[src/rtl/hbridge_pkg.sv]
package hbridge_pkg;

  typedef enum logic [1:0] {
    CMD_OFF = 2'd0,
    CMD_FWD = 2'd1,
    CMD_REV = 2'd2
  } dirCmd_t;

  typedef enum logic [1:0] {
    ST_OFF  = 2'd0,
    ST_DEAD = 2'd1,
    ST_FWD  = 2'd2,
    ST_REV  = 2'd3
  } ctlState_t;

  // Strobes from control to datapath: which diagonal may conduct.
  typedef struct packed {
    logic driveFwd;
    logic driveRev;
  } gateStrobe_t;

  // Equal request lines mean idle.
  function automatic dirCmd_t decodeDir(logic fwd, logic rev);
    case ({fwd, rev})
      2'b10:   return CMD_FWD;
      2'b01:   return CMD_REV;
      default: return CMD_OFF;
    endcase
  endfunction

endpackage

[src/rtl/hbridge_datapath.sv]
module hbridge_datapath
  import hbridge_pkg::*;
#(
  parameter int SYNC_STAGES = 2,
  parameter int DEAD_CYCLES = 16
) (
  input  logic        clk,
  input  logic        rstN,
  input  logic        fwdCmd,
  input  logic        revCmd,
  input  logic        pwmIn,
  input  gateStrobe_t strobe,
  output dirCmd_t     dirCmd,
  output logic        hiLeg0,
  output logic        loLeg0,
  output logic        hiLeg1,
  output logic        loLeg1
);

  localparam int GAP_W = $clog2(DEAD_CYCLES + 1);
  localparam logic [GAP_W-1:0] GAP_MIN = GAP_W'(DEAD_CYCLES);

  logic [SYNC_STAGES-1:0] fwdSync;
  logic [SYNC_STAGES-1:0] revSync;

  always_ff @(posedge clk) begin
    if (!rstN) begin
      fwdSync <= '0;
      revSync <= '0;
    end else begin
      fwdSync <= {fwdSync[SYNC_STAGES-2:0], fwdCmd};
      revSync <= {revSync[SYNC_STAGES-2:0], revCmd};
    end
  end

  assign dirCmd = decodeDir(fwdSync[SYNC_STAGES-1], revSync[SYNC_STAGES-1]);

  // Gate registers: high side held, low side of opposite leg chopped by PWM.
  always_ff @(posedge clk) begin
    if (!rstN) begin
      hiLeg0 <= 1'b0;
      loLeg0 <= 1'b0;
      hiLeg1 <= 1'b0;
      loLeg1 <= 1'b0;
    end else begin
      hiLeg0 <= strobe.driveFwd;
      loLeg1 <= strobe.driveFwd & pwmIn;
      hiLeg1 <= strobe.driveRev;
      loLeg0 <= strobe.driveRev & pwmIn;
    end
  end

  // Checker state: cycles since either low side was last seen on.
  logic [GAP_W-1:0] quietCnt;
  always_ff @(posedge clk) begin
    if (!rstN)                 quietCnt <= GAP_MIN;
    else if (loLeg0 | loLeg1)  quietCnt <= '0;
    else if (quietCnt < GAP_MIN) quietCnt <= quietCnt + 1'b1;
  end

  p_leg0_excl_r5: assert property (@(posedge clk) disable iff (!rstN)
    !(hiLeg0 && loLeg0));

  p_leg1_excl_r5: assert property (@(posedge clk) disable iff (!rstN)
    !(hiLeg1 && loLeg1));

  p_hi_gap_r6: assert property (@(posedge clk) disable iff (!rstN)
    ($rose(hiLeg0) || $rose(hiLeg1)) |-> (quietCnt >= GAP_MIN));

  p_idle_gates_off_r4: assert property (@(posedge clk) disable iff (!rstN)
    (!strobe.driveFwd && !strobe.driveRev) |=> !(hiLeg0 || loLeg0 || hiLeg1 || loLeg1));

endmodule

[src/rtl/hbridge_control.sv]
module hbridge_control
  import hbridge_pkg::*;
#(
  parameter int DEAD_CYCLES = 16
) (
  input  logic        clk,
  input  logic        rstN,
  input  dirCmd_t     dirCmd,
  output gateStrobe_t strobe
);

  localparam int CNT_W = $clog2(DEAD_CYCLES + 1);
  localparam logic [CNT_W-1:0] CNT_LAST = CNT_W'(DEAD_CYCLES - 1);

  ctlState_t      state;
  dirCmd_t        curCmd;
  logic [CNT_W-1:0] deadCnt;

  function automatic ctlState_t targetOf(dirCmd_t c);
    case (c)
      CMD_FWD: return ST_FWD;
      CMD_REV: return ST_REV;
      default: return ST_OFF;
    endcase
  endfunction

  always_ff @(posedge clk) begin
    if (!rstN) begin
      state   <= ST_OFF;
      curCmd  <= CMD_OFF;
      deadCnt <= '0;
    end else if (dirCmd != curCmd) begin
      // Any new command (also mid-interval) restarts the all-off window.
      curCmd  <= dirCmd;
      state   <= ST_DEAD;
      deadCnt <= '0;
    end else if (state == ST_DEAD) begin
      if (deadCnt == CNT_LAST) state   <= targetOf(curCmd);
      else                     deadCnt <= deadCnt + 1'b1;
    end
  end

  always_comb begin
    strobe.driveFwd = (state == ST_FWD);
    strobe.driveRev = (state == ST_REV);
  end

  p_change_enters_dead_r4: assert property (@(posedge clk) disable iff (!rstN)
    (dirCmd != curCmd) |=> (state == ST_DEAD && deadCnt == '0));

  p_fwd_after_full_dead_r7: assert property (@(posedge clk) disable iff (!rstN)
    $rose(state == ST_FWD) |-> ($past(state) == ST_DEAD && $past(deadCnt) == CNT_LAST));

  p_rev_after_full_dead_r7: assert property (@(posedge clk) disable iff (!rstN)
    $rose(state == ST_REV) |-> ($past(state) == ST_DEAD && $past(deadCnt) == CNT_LAST));

endmodule

[src/rtl/hbridge_deadtime_ctrl.sv]
module hbridge_deadtime_ctrl #(
  parameter int DEAD_CYCLES = 16,
  parameter int SYNC_STAGES = 2
) (
  input  logic clk,
  input  logic rstN,
  input  logic fwdCmd,
  input  logic revCmd,
  input  logic pwmIn,
  output logic hiLeg0,
  output logic loLeg0,
  output logic hiLeg1,
  output logic loLeg1
);
  import hbridge_pkg::*;

  dirCmd_t     dirCmd;
  gateStrobe_t strobe;

  hbridge_datapath #(
    .SYNC_STAGES(SYNC_STAGES),
    .DEAD_CYCLES(DEAD_CYCLES)
  ) uDatapath (
    .clk(clk), .rstN(rstN), .fwdCmd(fwdCmd), .revCmd(revCmd), .pwmIn(pwmIn),
    .strobe(strobe), .dirCmd(dirCmd),
    .hiLeg0(hiLeg0), .loLeg0(loLeg0), .hiLeg1(hiLeg1), .loLeg1(loLeg1)
  );

  hbridge_control #(
    .DEAD_CYCLES(DEAD_CYCLES)
  ) uControl (
    .clk(clk), .rstN(rstN), .dirCmd(dirCmd), .strobe(strobe)
  );

  // reset leaves the bridge dark on the first active cycle.
  p_reset_dark_r8: assert property (@(posedge clk)
    $rose(rstN) |-> !(hiLeg0 || loLeg0 || hiLeg1 || loLeg1));

endmodule

[config.mk]
export PLATFORM = sky130hd
export DESIGN_NAME = hbridge_deadtime_ctrl
export DESIGN_NICKNAME = d
export VERILOG_FILES = /design/src/rtl/hbridge_pkg.sv /design/src/rtl/hbridge_datapath.sv /design/src/rtl/hbridge_control.sv /design/src/rtl/hbridge_deadtime_ctrl.sv
export SDC_FILE = /design/constraint.sdc
export NUM_CORES = 1
export LEC_CHECK = 0
export BUFFER_PORTS_ARGS = -buffer_cell sky130_fd_sc_hd__buf_4
export CAP_MARGIN = 20
export CORE_MARGIN = 1
export CORE_UTILIZATION = 47
export DETAILED_ROUTE_END_ITERATION = 7
export PLACE_DENSITY = 0.69
export SYNTH_ARGS = -nofsm -noshare
export SYNTH_HDL_FRONTEND = slang
export SYNTH_SLANG_ARGS = --single-unit
[constraint.sdc]
create_clock -name clk -period 1.7 [get_ports clk]
set_input_delay 0.255 -clock clk [delete_from_list [all_inputs] [get_ports clk]]
set_output_delay 0.255 -clock clk [all_outputs]
set_load 0.02 [all_outputs]
Word level (Yosys, flattened, before mapping):

Cells that the tools add are included.

* register bits after elaboration: 17
* input bits: 5
* output and inout port bits: 4
* logic and storage cells: 35

* add/subtract/negate cells: 1
* eq/ne operators: 9
* muxes and demuxes: 5
* bitwise operators: 4
* reduce and logical (&&, ||, !) cells: 6

Operators with widths (number)
* $eq A2 B2 Y1 const B: 4
* $pmux W2 S2: 2
* $eq A2 B1 Y1 const B: 3
* $reduce_and A2 Y1: 3
* $add A5 B1 Y5 const B: 1
* $eq A5 B4 Y1 const B: 1
* $reduce_bool A2 Y1: 2
* $mux W1: 3
* $and A1 B1 Y1: 2
* $ne A2 B2 Y1: 1
* $not A1 Y1: 2
* $reduce_or A2 Y1: 1

Longest topological paths before layout:

Gate-level depths: netlist of the first run.

* depth after elaboration: 5
* depth in mapped cells: 6
* mapped depth without buffers: 6

Modules after synthesis:

Synthesis of the first run repeated with hierarchy kept, for this count alone.

* cells, all modules: 63
* area, all modules: 646.9 sq um

By module, submodules not included
* hbridge_control: instances 1, cells an instance 45, area an instance 416.6 sq um, sequential area each 180.2 sq um
* hbridge_datapath: instances 1, cells an instance 18, area an instance 230.2 sq um, sequential area each 160.2 sq um

Least setup slack after synthesis of the first run:

OpenSTA, ideal clock, no wires.

* path kind: register to register
* start point: reg uControl.deadCnt[0]
* end point: reg uControl.deadCnt[3]
* library setup time: 0.080 ns
* data arrival time: 1.805 ns
* required time: 1.620 ns
* path slack: -0.185 ns
* stages on the path, launching flop included: 7
* buffers on the path: 0
* clock period less this slack: 1.885 ns
* cells stage by stage: dfxtp_1 -> ha_1 -> and3_1 -> ha_1 -> or3b_1 -> or3_1 -> a211oi_2

* word-level cells in the longest chain between the ends: 3
* elaborated cells between the ends (all ways): 4
* classes of those cells: add/sub: 1; eq/ne: 1; bitwise: 1; reduce/logical: 1

Ends and longest elaborated chain
* from (decl): line hbridge_control.sv:17 `logic [CNT_W-1:0] deadCnt;`
* from (signal assigned): line hbridge_control.sv:39 `else deadCnt <= deadCnt + 1'b1;`
* parallel branches: the longest is 3 deep, another holds $add A5 B1 Y5

Parallel ways; which one is timed is not known.
A chain may end at the register's enable or synchronous reset.

Worst setup path after layout of the first run:

* start point: reg uControl.deadCnt[1]
* end point: reg uControl.deadCnt[3]

Same word-level chain as after synthesis.

==> flow_summary.yaml, run 1 <==
cts:
  cts_root_buf: "clkbuf_4"
  hold_buffers: 0
  htreeDepth: 1
  clk_latency_ns: 0.29
  cts.reportedPaths.clkPinSlew_ns: 0.09
  cts_buffer_depth: 2
  cts_tree: "yes"
  numCtsBuffers: 3
  clock-sinks: 17
drt:
  routedWlPerCell_um: 11.90
  ant_nets: 0
  routed_wl_um: 1095
  drc: 0
  drtPass1Iterations: 2
  drtIter0Drc: 5
  vias: 493
  via_per_inst: 5.359
pwr:
  power.total_uw: 700.6
  power_leakage_uw: 0.0003337
  peakVddDrop_uv: 562.2
  power.density_nw_per_um2: 809.1
timing:
  setup_tns_ns: -0.08238
  finalWorstSetupSlack_ns: -0.06528
  finalCriticalPeriod_ns: 1.765
  slew_headroom_pct: 61.83
  clock_skew_ns: 0.009769
  hold_viol: 0
  maxSlewViolCount: 0
  rsz0062_at_grt: "true"
  clock.fmax_mhz: 566.5
  setup_viol: 2
  timing_worst_slew_pin_value_ns: 0.5715
  fin_crit_sh_pct: 103.8
yosys:
  synthCells: 60
  syn_area_per_cell_um2: 11.05
  synth_cell_types: 24
  synth-seq-cells: 17
  yosysTopAreaCell: "dfxtp_1"
  synth_fp_nets: 68
  synth_seq_area_share_pct: 51.32
  yosys_warnings: 0
  synth_area_um2: 663.1
  synth_top_area_share_pct: 51.32
  synth.area.top_cells: "dfxtp_1 51%, ha_1 5.7%, nor4bb_1 4.5%, xnor2_1 4.0%, a211oi_2 3.8%"
floorplanning:
  die_h_um: 39.56
  die_width_um: 39.56
  core_area_um2: 1301
  initial_core_util_pct: 50.96
  fp.dieArea_um2: 1565
  io_pins: 9
  rows: 13
final_layout:
  fin_util_pct: 66.54
  instances_no_fill: 92
  drive_above_1_share_pct: 35.06
  syn2layout_area_growth_pct: 30.57
  fill_cells: 113
  final_cell_mix: "15 x dfxtp_1, 11 x buf_4, 4 x inv_1, 4 x and2_1, 4 x nor3_1"
  final_common_cell: "dfxtp_1"
  diodes: 0
  nNetsFinal: 86
  design_area_um2: 865.8
critical_path:
  cp_data_required_time_ns: 1.92
  worstPathMaxFanout: 2
  cp.arrival_ns: 1.98
  path_class: "reg -> reg"
  startpoint_type: "flip-flop"
  endpoint_kind: "flip-flop"
placement:
  dp_cells: 87
  routabilityCongestion: 0.7197
  dp_hpwl_um: 720.8
  post_dp_cell_area_um2: 794.5
  portBuffers: 8
global_route:
  grt_first_pass_wirelength_um: 1635
  antenna_found_initial: 0
  grt_pass1_vias: 365
  grt_max_degree: 10
  grt_remaining_overflow: 0
  grt_usage_pct: 16.88
min_path:
  min_path_type: "in -> reg"
outcome:
  violations: "negative setup slack"
  status: "complete, but fails checks"
run:
  maxCapViolations: 0
-- where the power goes --
part	switching [uW]	internal [uW]	total, uW
logic	29.9	42.1	72.0
registers	11.9	411	423
clock network	114	91.1	205
-- cell families (layout without fill, tap and decap cells) --
logic type               after synthesis  count (layout)  synth area share [%]
buffers and inverters                  5              22                 2.829
AO/OA/AOI/OAI                          7               7                 9.245
XOR/XNOR                               3               3                 3.963
adder cells (fa/ha/maj)                3               3                 5.661
AND/OR/NAND/NOR                       24              24                 25.47
flip-flops                            17              17                 51.32
multiplexers                           1               1                 1.509
-- metal layers --
layer	GRT usage (%)	part of all wire, %	up-vias
li1	-	-	253
met2	22.95	46	13
met4	7.759	1.4	0
met5	0	0	-
met1	20.62	47	225
met3	10.23	5.6	2
-- layout make-up --
type / count / area (um2) / area share (%)
Multi-Input combinational cell: 38 / 354.1 / 40.90
Clock buffer: 4 / 26.28 / 3.035
Tap cell: 15 / 18.77 / 2.168
Inverter: 5 / 18.77 / 2.168
Sequential cell: 17 / 342.8 / 39.60
Timing Repair Buffer: 13 / 105.1 / 12.14
-- critical path, cell delays in order (launching register included) --
cell      delay [ns]
dfxtp_2         0.34
ha_4            0.15
and3_4          0.18
ha_4            0.16
or3b_4          0.39
or3_4           0.33
a211oi_2        0.16
-- synth_stat cells (all sizes together) --
library cell and number:
o21ai 1, or3 1, o21a 1, clkinv 1, and4 1, nor2 2, nor3 4, a31oi 1
inv 4, a211oi 2, mux2i 1, or3b 1, a2111oi 1, nor3b 4, dfxtp 17, ha 3
and3 2, and2 4, nand3 1, o31a 1, nor4bb 3, and4b 1, xnor2 3
-- flip-flops by register name, indices dropped and copies added (netlist names) --
register,count
uDatapath.loLeg0,1
uDatapath.revSync,2
uControl.curCmd,2
uDatapath.loLeg1,1
uDatapath.hiLeg0,1
uDatapath.fwdSync,2
uControl.state,2
uControl.deadCnt,5
uDatapath.hiLeg1,1
-- through the flow --
stage / setup slack (ns) / hold WS, ns
floorplan: -0.03950 / 0.3725
global placement: -0.03482 / 0.4182
detailed placement: -0.05523 / 0.4242
CTS: -0.06610 / 0.1691
global route: -0.1485 / 0.1554
finish: -0.06528 / 0.1856
-- final timing paths --
kind	start	end	slack [ns]	depth (start not counted)
setup / recovery	uControl.deadCnt[1]	uControl.deadCnt[3]	-0.07	6
hold / removal	revCmd	uDatapath.revSync[0]	0.19	2
setup reg to reg	uControl.deadCnt[1]	uControl.deadCnt[3]	-0.07	6
hold reg to reg	uDatapath.revSync[0]	uDatapath.revSync[1]	0.44	1
-- what timing repair did --
item / in CTS / in global routing
gates resized for setup: 0 / 7
pin swaps: 0 / 2
setup buffers: 0 / 1
setup endpoints to repair: 1 / 4
(Power assumes the default switching activity.)
==> inputs of run 2 (changes only) <==
--- a/config.mk
+++ b/config.mk
@@ -5,6 +5,7 @@
 export SDC_FILE = /design/constraint.sdc
 export NUM_CORES = 1
 export LEC_CHECK = 0
+export ABC_AREA = 1
 export BUFFER_PORTS_ARGS = -buffer_cell sky130_fd_sc_hd__buf_4
 export CAP_MARGIN = 20
 export CORE_MARGIN = 1
==> flow_summary.yaml, run 2 <==
yosys:
  syn_area_per_cell_um2: 7.777
  synth_ff_type: "dfxtp_1"
  synth.area.top_cells: "dfxtp_1 50%, nand2_1 11%, inv_1 8.8%, nor2_1 8.2%, ha_1 5.5%"
  synth_most_common_cell: "nand2_1"
  synth_area_um2: 684.4
  synth-seq-cells: 17
  synthCells: 88
  synthArstFlopShare_pct: 0
  synth_seq_area_share_pct: 49.73
  yosys_warnings: 0
  yosysTopAreaCell: "dfxtp_1"
  synth_top_area_share_pct: 49.73
  synth_fp_nets: 96
  synth_top_cells_by_count: "20 x nand2_1, 17 x dfxtp_1, 16 x inv_1"
  synth_edf_count: 0
  synth_cell_types: 17
floorplanning:
  die_h_um: 40.16
  die_width_um: 40.16
  io_pins: 9
  fp.dieArea_um2: 1613
  rows: 13
  core_area_um2: 1334
  initial_core_util_pct: 51.31
cts:
  hold_buffers: 0
  postCtsSetupRepairBufs: 0
  numCtsBuffers: 3
  cts.repair.resized: 0
  cts_tree: "yes"
  htreeDepth: 1
  clock-sinks: 17
  clk_latency_ns: 0.29
  cts.reportedPaths.clkPinSlew_ns: 0.11
  cts_root_buf: "clkbuf_4"
  cts_buffer_depth: 2
drt:
  drtPass1Iterations: 2
  drc: 0
  routedWlPerCell_um: 8.825
  ant_nets: 0
  routed_wl_um: 1006
  drtIter0Drc: 4
  via_per_inst: 4.561
  vias: 520
critical_path:
  cp.arrival_ns: 1.64
  crit_family: "simple AND/OR/NAND/NOR gates"
  critical_path.max_stage_delay_ns: 0.34
  cp_data_required_time_ns: 1.87
  startpoint_type: "flip-flop"
  crit_buf_inv: 1
  reg2reg_depth: 10
  endpoint_kind: "flip-flop"
  crit_path_top_delay_cell: "dfxtp_1"
  worstPathMaxFanout: 8
  worstPathCellList: "ha_1 -> nand2_1 -> nor2_1 -> ha_1 -> inv_1 -> nand3_4 -> nor2_1 -> nor2_1 -> nor2_1 -> nor2_1"
  rrSetupSlack_ns: 0.23
  crit_cells: 10
  path_class: "reg -> reg"
  cpMostUsedCell: "nor2_1"
pwr:
  power_leakage_uw: 0.0003721
  peakVddDrop_uv: 576.1
  clock_power_share_pct: 31.1
  power.total_uw: 692.8
  power.density_nw_per_um2: 881.7
  p_sw_uw: 172.4
  intPower_uw: 520.3
  power_frac_comb_pct: 8.0
  swShare_pct: 24.89
  seq_power_share_pct: 60.9
global_route:
  grt_max_degree: 11
  grt_remaining_overflow: 0
  grt_usage_pct: 15.64
  grt_first_pass_wirelength_um: 1649
  antenna_found_initial: 0
  grt_pass1_vias: 407
timing:
  finalCriticalPeriod_ns: 1.469
  timing_worst_slew_pin_value_ns: 0.3181
  maxSlewViolCount: 0
  slew_headroom_pct: 78.73
  rsz0062_at_grt: "false"
  clock_skew_ns: 0.01047
  hold_viol: 0
  setup_viol: 0
  clock.fmax_mhz: 680.8
  setup_tns_ns: 0
  fin_crit_sh_pct: 86.41
min_path:
  holdPathStages: 3
  min_path_type: "in -> reg"
placement:
  routabilityCongestion: 0.7397
  dp_hpwl_um: 724.5
  post_dp_cell_area_um2: 758.2
  portBuffers: 8
final_layout:
  final_cell_mix: "20 x nand2_1, 17 x dfxtp_1, 16 x inv_1"
  design_area_um2: 785.8
  regArea_um2: 340.3
  nNetsFinal: 108
  fill_cells: 133
  syn2layout_area_growth_pct: 14.81
  multiInputGateArea_um2: 270.3
  diodes: 0
  final_common_cell: "nand2_1"
  drive_above_1_share_pct: 16.16
  largest_register_ffs: 5
  fin_util_pct: 58.91
  max_flop_register: "uControl.deadCnt"
outcome:
  status: "complete, no violations"
run:
  maxCapViolations: 0
-- run 2: changes by cell type after synthesis, sizes merged, moves of 2 or more --
cell	change
inv	+13
xor2	+2
a211oi	-2
xnor2	-3
nor4	+2
nor2	+13
and2	-4
and3	-2
nor4bb	-3
nand3	+3
nor3b	-4
nand2	+20
-- run 2: routing by layer --
| layer | track usage (%) | wire length, um |
|---|---|---|
| met2 | 22.58 | 431 |
| met5 | 0 | 0 |
| met1 | 20.68 | 536 |
| met3 | 3.333 | 26 |
| met4 | 10.34 | 11 |
-- run 2: stage by stage --
stage | setup WS (ns) | cells | hold WS (ns)
2_1_floorplan | 0.3363 | 88 | 0.3526
3_3_place_gp | 0.2805 | 110 | 0.3947
3_5_place_dp | 0.2498 | 110 | 0.4052
4_1_cts | 0.2306 | 114 | 0.1430
5_1_grt | 0.08171 | 114 | 0.1442
6_report | 0.2311 | 114 | 0.1429
-- run 2: final timing paths --
path / from / end
setup / recovery: uControl.deadCnt[0] / uControl.deadCnt[3]
hold / removal: fwdCmd / uDatapath.fwdSync[0]
setup reg to reg: uControl.deadCnt[0] / uControl.deadCnt[3]
hold reg to reg: uDatapath.revSync[0] / uDatapath.revSync[1]
-- run 2: power by group through the flow --
stage               registers (uW)  clock network (uW)  logic (uW)
floorplan                      428                   0        41.5
global placement               430                   0        53.8
detailed placement             431                   0        55.5
CTS                            422                 221        55.9
global route                   424                 238        62.7
finish                         422                 216        55.5
-- run 2: cell type report --
class / count / area share [%]
multi-input cells: 52 / 34.39
flip-flops and latches: 17 / 43.31
clock inverters: 1 / 0.6369
clock buffers: 3 / 2.866
repair buffers: 8 / 7.643
well taps: 15 / 2.389
inverters: 18 / 8.758
-- run 2: logic make-up after synthesis --
group                    synth area share [%]
AO/OA/AOI/OAI                           1.828
buffers and inverters                   10.78
AND/OR/NAND/NOR                         29.62
flip-flops                              49.73
adder cells (fa/ha/maj)                 5.485
XOR/XNOR                                2.560
-- run 2: worst register-to-register path: cells and delay by family, from the launching register on --
| family | cells | cell delay, ns |
|---|---|---|
| AND/OR/NAND/NOR | 7 | 0.52 |
| adder cells (fa/ha/maj) | 2 | 0.41 |
| flip-flops | 1 | 0.34 |
| buffers and inverters | 1 | 0.09 |
==> inputs of run 3 (changes only) <==
--- a/config.mk
+++ b/config.mk
@@ -9,9 +9,9 @@
 export BUFFER_PORTS_ARGS = -buffer_cell sky130_fd_sc_hd__buf_4
 export CAP_MARGIN = 20
 export CORE_MARGIN = 1
-export CORE_UTILIZATION = 47
+export CORE_UTILIZATION = 50
 export DETAILED_ROUTE_END_ITERATION = 7
-export PLACE_DENSITY = 0.69
+export PLACE_DENSITY = 0.7
 export SYNTH_ARGS = -nofsm -noshare
 export SYNTH_HDL_FRONTEND = slang
 export SYNTH_SLANG_ARGS = --single-unit
==> constraint.sdc (replaced) <==
create_clock -name clk -period 1.8 [get_ports clk]
set_input_delay 0.27 -clock clk [delete_from_list [all_inputs] [get_ports clk]]
set_output_delay 0.27 -clock clk [all_outputs]
set_load 0.02 [all_outputs]
==> flow_summary.yaml, run 3 (synthesis results as in run 2) <==
cts:
  cts.repair.resized: 0
  cts.reportedPaths.clkPinSlew_ns: 0.10
  clk_latency_ns: 0.29
  htreeDepth: 1
  cts_buffer_depth: 2
  numCtsBuffers: 3
  cts_tree: "yes"
  hold_buffers: 0
  cts_root_buf: "clkbuf_4"
  clock-sinks: 17
  postCtsSetupRepairBufs: 0
final_layout:
  diodes: 0
  max_flop_register: "uControl.deadCnt"
  nNetsFinal: 108
  final_common_cell: "nand2_1"
  largest_register_ffs: 5
  drive_above_1_share_pct: 16.16
  final_cell_mix: "20 x nand2_1, 17 x dfxtp_1, 16 x inv_1"
  syn2layout_area_growth_pct: 14.63
floorplanning:
  io_pins: 9
  die_width_um: 39.00
  core_area_um2: 1186
  die_h_um: 39.00
  initial_core_util_pct: 57.70
  fp.dieArea_um2: 1521
  rows: 12
critical_path:
  r2r_start: "uControl.deadCnt[0]"
  crit_end: "uControl.deadCnt[3]"
  endpoint_kind: "flip-flop"
  reg2reg_to: "uControl.deadCnt[3]"
  cp_data_required_time_ns: 1.99
  cp.arrival_ns: 1.64
  rrSetupSlack_ns: 0.34
  reg2reg_depth: 10
  worstPathCellList: "ha_1 -> nand2_1 -> nor2_1 -> ha_1 -> inv_1 -> nand3_4 -> nor2_1 -> nor2_1 -> nor2_1 -> nor2_1"
  worstPathMaxFanout: 8
  critical_path.max_stage_delay_ns: 0.34
  path_class: "reg -> reg"
  crit_path_top_delay_cell: "dfxtp_1"
  cpMostUsedCell: "nor2_1"
  startpoint_type: "flip-flop"
  crit_start: "uControl.deadCnt[0]"
timing:
  hold_viol: 0
  slew_headroom_pct: 80.92
  clock.fmax_mhz: 686.6
  fin_crit_sh_pct: 80.91
  setup_viol: 0
  timing_worst_slew_pin_value_ns: 0.2853
  finalCriticalPeriod_ns: 1.456
  setup_tns_ns: 0
  maxSlewViolCount: 0
  rsz0062_at_grt: "false"
  clock_skew_ns: 0.001435
  finalWorstSetupSlack_ns: 0.3436
drt:
  via_per_inst: 4.664
  drtPass1Iterations: 2
  drtIter0Drc: 7
  ant_nets: 0
  vias: 527
  routedWlPerCell_um: 8.319
  drc: 0
  routed_wl_um: 940
outcome:
  status: "complete, no violations"
global_route:
  antenna_found_initial: 0
  grt_remaining_overflow: 0
  grt_first_pass_wirelength_um: 1614
  grt_usage_pct: 16.89
  grt_max_degree: 11
  grt_pass1_vias: 406
pwr:
  clock_power_share_pct: 31.2
  seq_power_share_pct: 60.9
  intPower_uw: 491.8
  power_leakage_uw: 0.0003721
  power.density_nw_per_um2: 833.1
  peakVddDrop_uv: 676.9
  p_sw_uw: 161.8
  swShare_pct: 24.76
  power_frac_comb_pct: 7.9
placement:
  post-place-ws_ns: 0.3495
  portBuffers: 8
  routabilityCongestion: 0.6913
  dp_hpwl_um: 675.1
run:
  maxCapViolations: 0
min_path:
  min_path_type: "in -> reg"
[run 3: per-layer routing]
metal | up-vias | GRT usage [%] | share of wire (%)
met5 | - | 0 | 0
met4 | 0 | 15.52 | 3.8
li1 | 288 | - | -
met2 | 12 | 24.17 | 39
met3 | 5 | 5.202 | 5.0
met1 | 222 | 19.64 | 52
[run 3: cell type report]
| type | instances | area [um2] |
|---|---|---|
| Clock buffer | 3 | 22.52 |
| Clock inverter | 1 | 5.005 |
| Fill cell | 113 | 401.6 |
| Inverter | 18 | 68.82 |
| Multi-Input combinational cell | 52 | 270.3 |
| Sequential cell | 17 | 340.3 |
| Tap cell | 14 | 17.52 |
| Timing Repair Buffer | 8 | 60.06 |
[run 3: worst min-delay path by stage]
stage | startpoint | cells past startpoint | slack [ns] | end
CTS | revCmd | 3 | 0.15 | uDatapath.revSync[0]
finish | revCmd | 3 | 0.15 | uDatapath.revSync[0]
detailed placement | uDatapath.revSync[0] | 2 | 0.41 | uDatapath.revSync[1]
global route | fwdCmd | 3 | 0.15 | uDatapath.fwdSync[0]
floorplan | fwdCmd | 2 | 0.37 | uDatapath.fwdSync[0]
global placement | uDatapath.fwdSync[0] | 2 | 0.39 | uDatapath.fwdSync[1]
[run 3: critical path, delay by kind of cell (launching register included)]
kind / cells / cell delay, ns
adder cells (fa/ha/maj): 2 / 0.40
buffers and inverters: 1 / 0.09
flip-flops: 1 / 0.34
AND/OR/NAND/NOR: 7 / 0.51
[run 3: power by group through the flow]
stage / combinational, uW / clock, uW / sequential (uW)
4_1_cts: 52.4 / 211 / 398
3_3_place_gp: 51.0 / 0 / 406
2_1_floorplan: 39.2 / 0 / 405
5_1_grt: 59.6 / 223 / 400
6_report: 51.6 / 204 / 398
3_5_place_dp: 52.0 / 0 / 407
[run 3: stage by stage]
step                      cells  cell area, um2  hold WS [ns]  util, %  total power [uW]
after floorplan              88           684.4        0.3676        -             443.8
after global placement      109           757.0        0.3929    63.82             457.2
after detailed placement    109           757.0        0.4060    63.82             458.6
after CTS                   113           784.5        0.1461    66.14             661.4
after global routing        113           784.5        0.1496    66.14             682.8
final                       113           784.5        0.1539    66.14             653.6
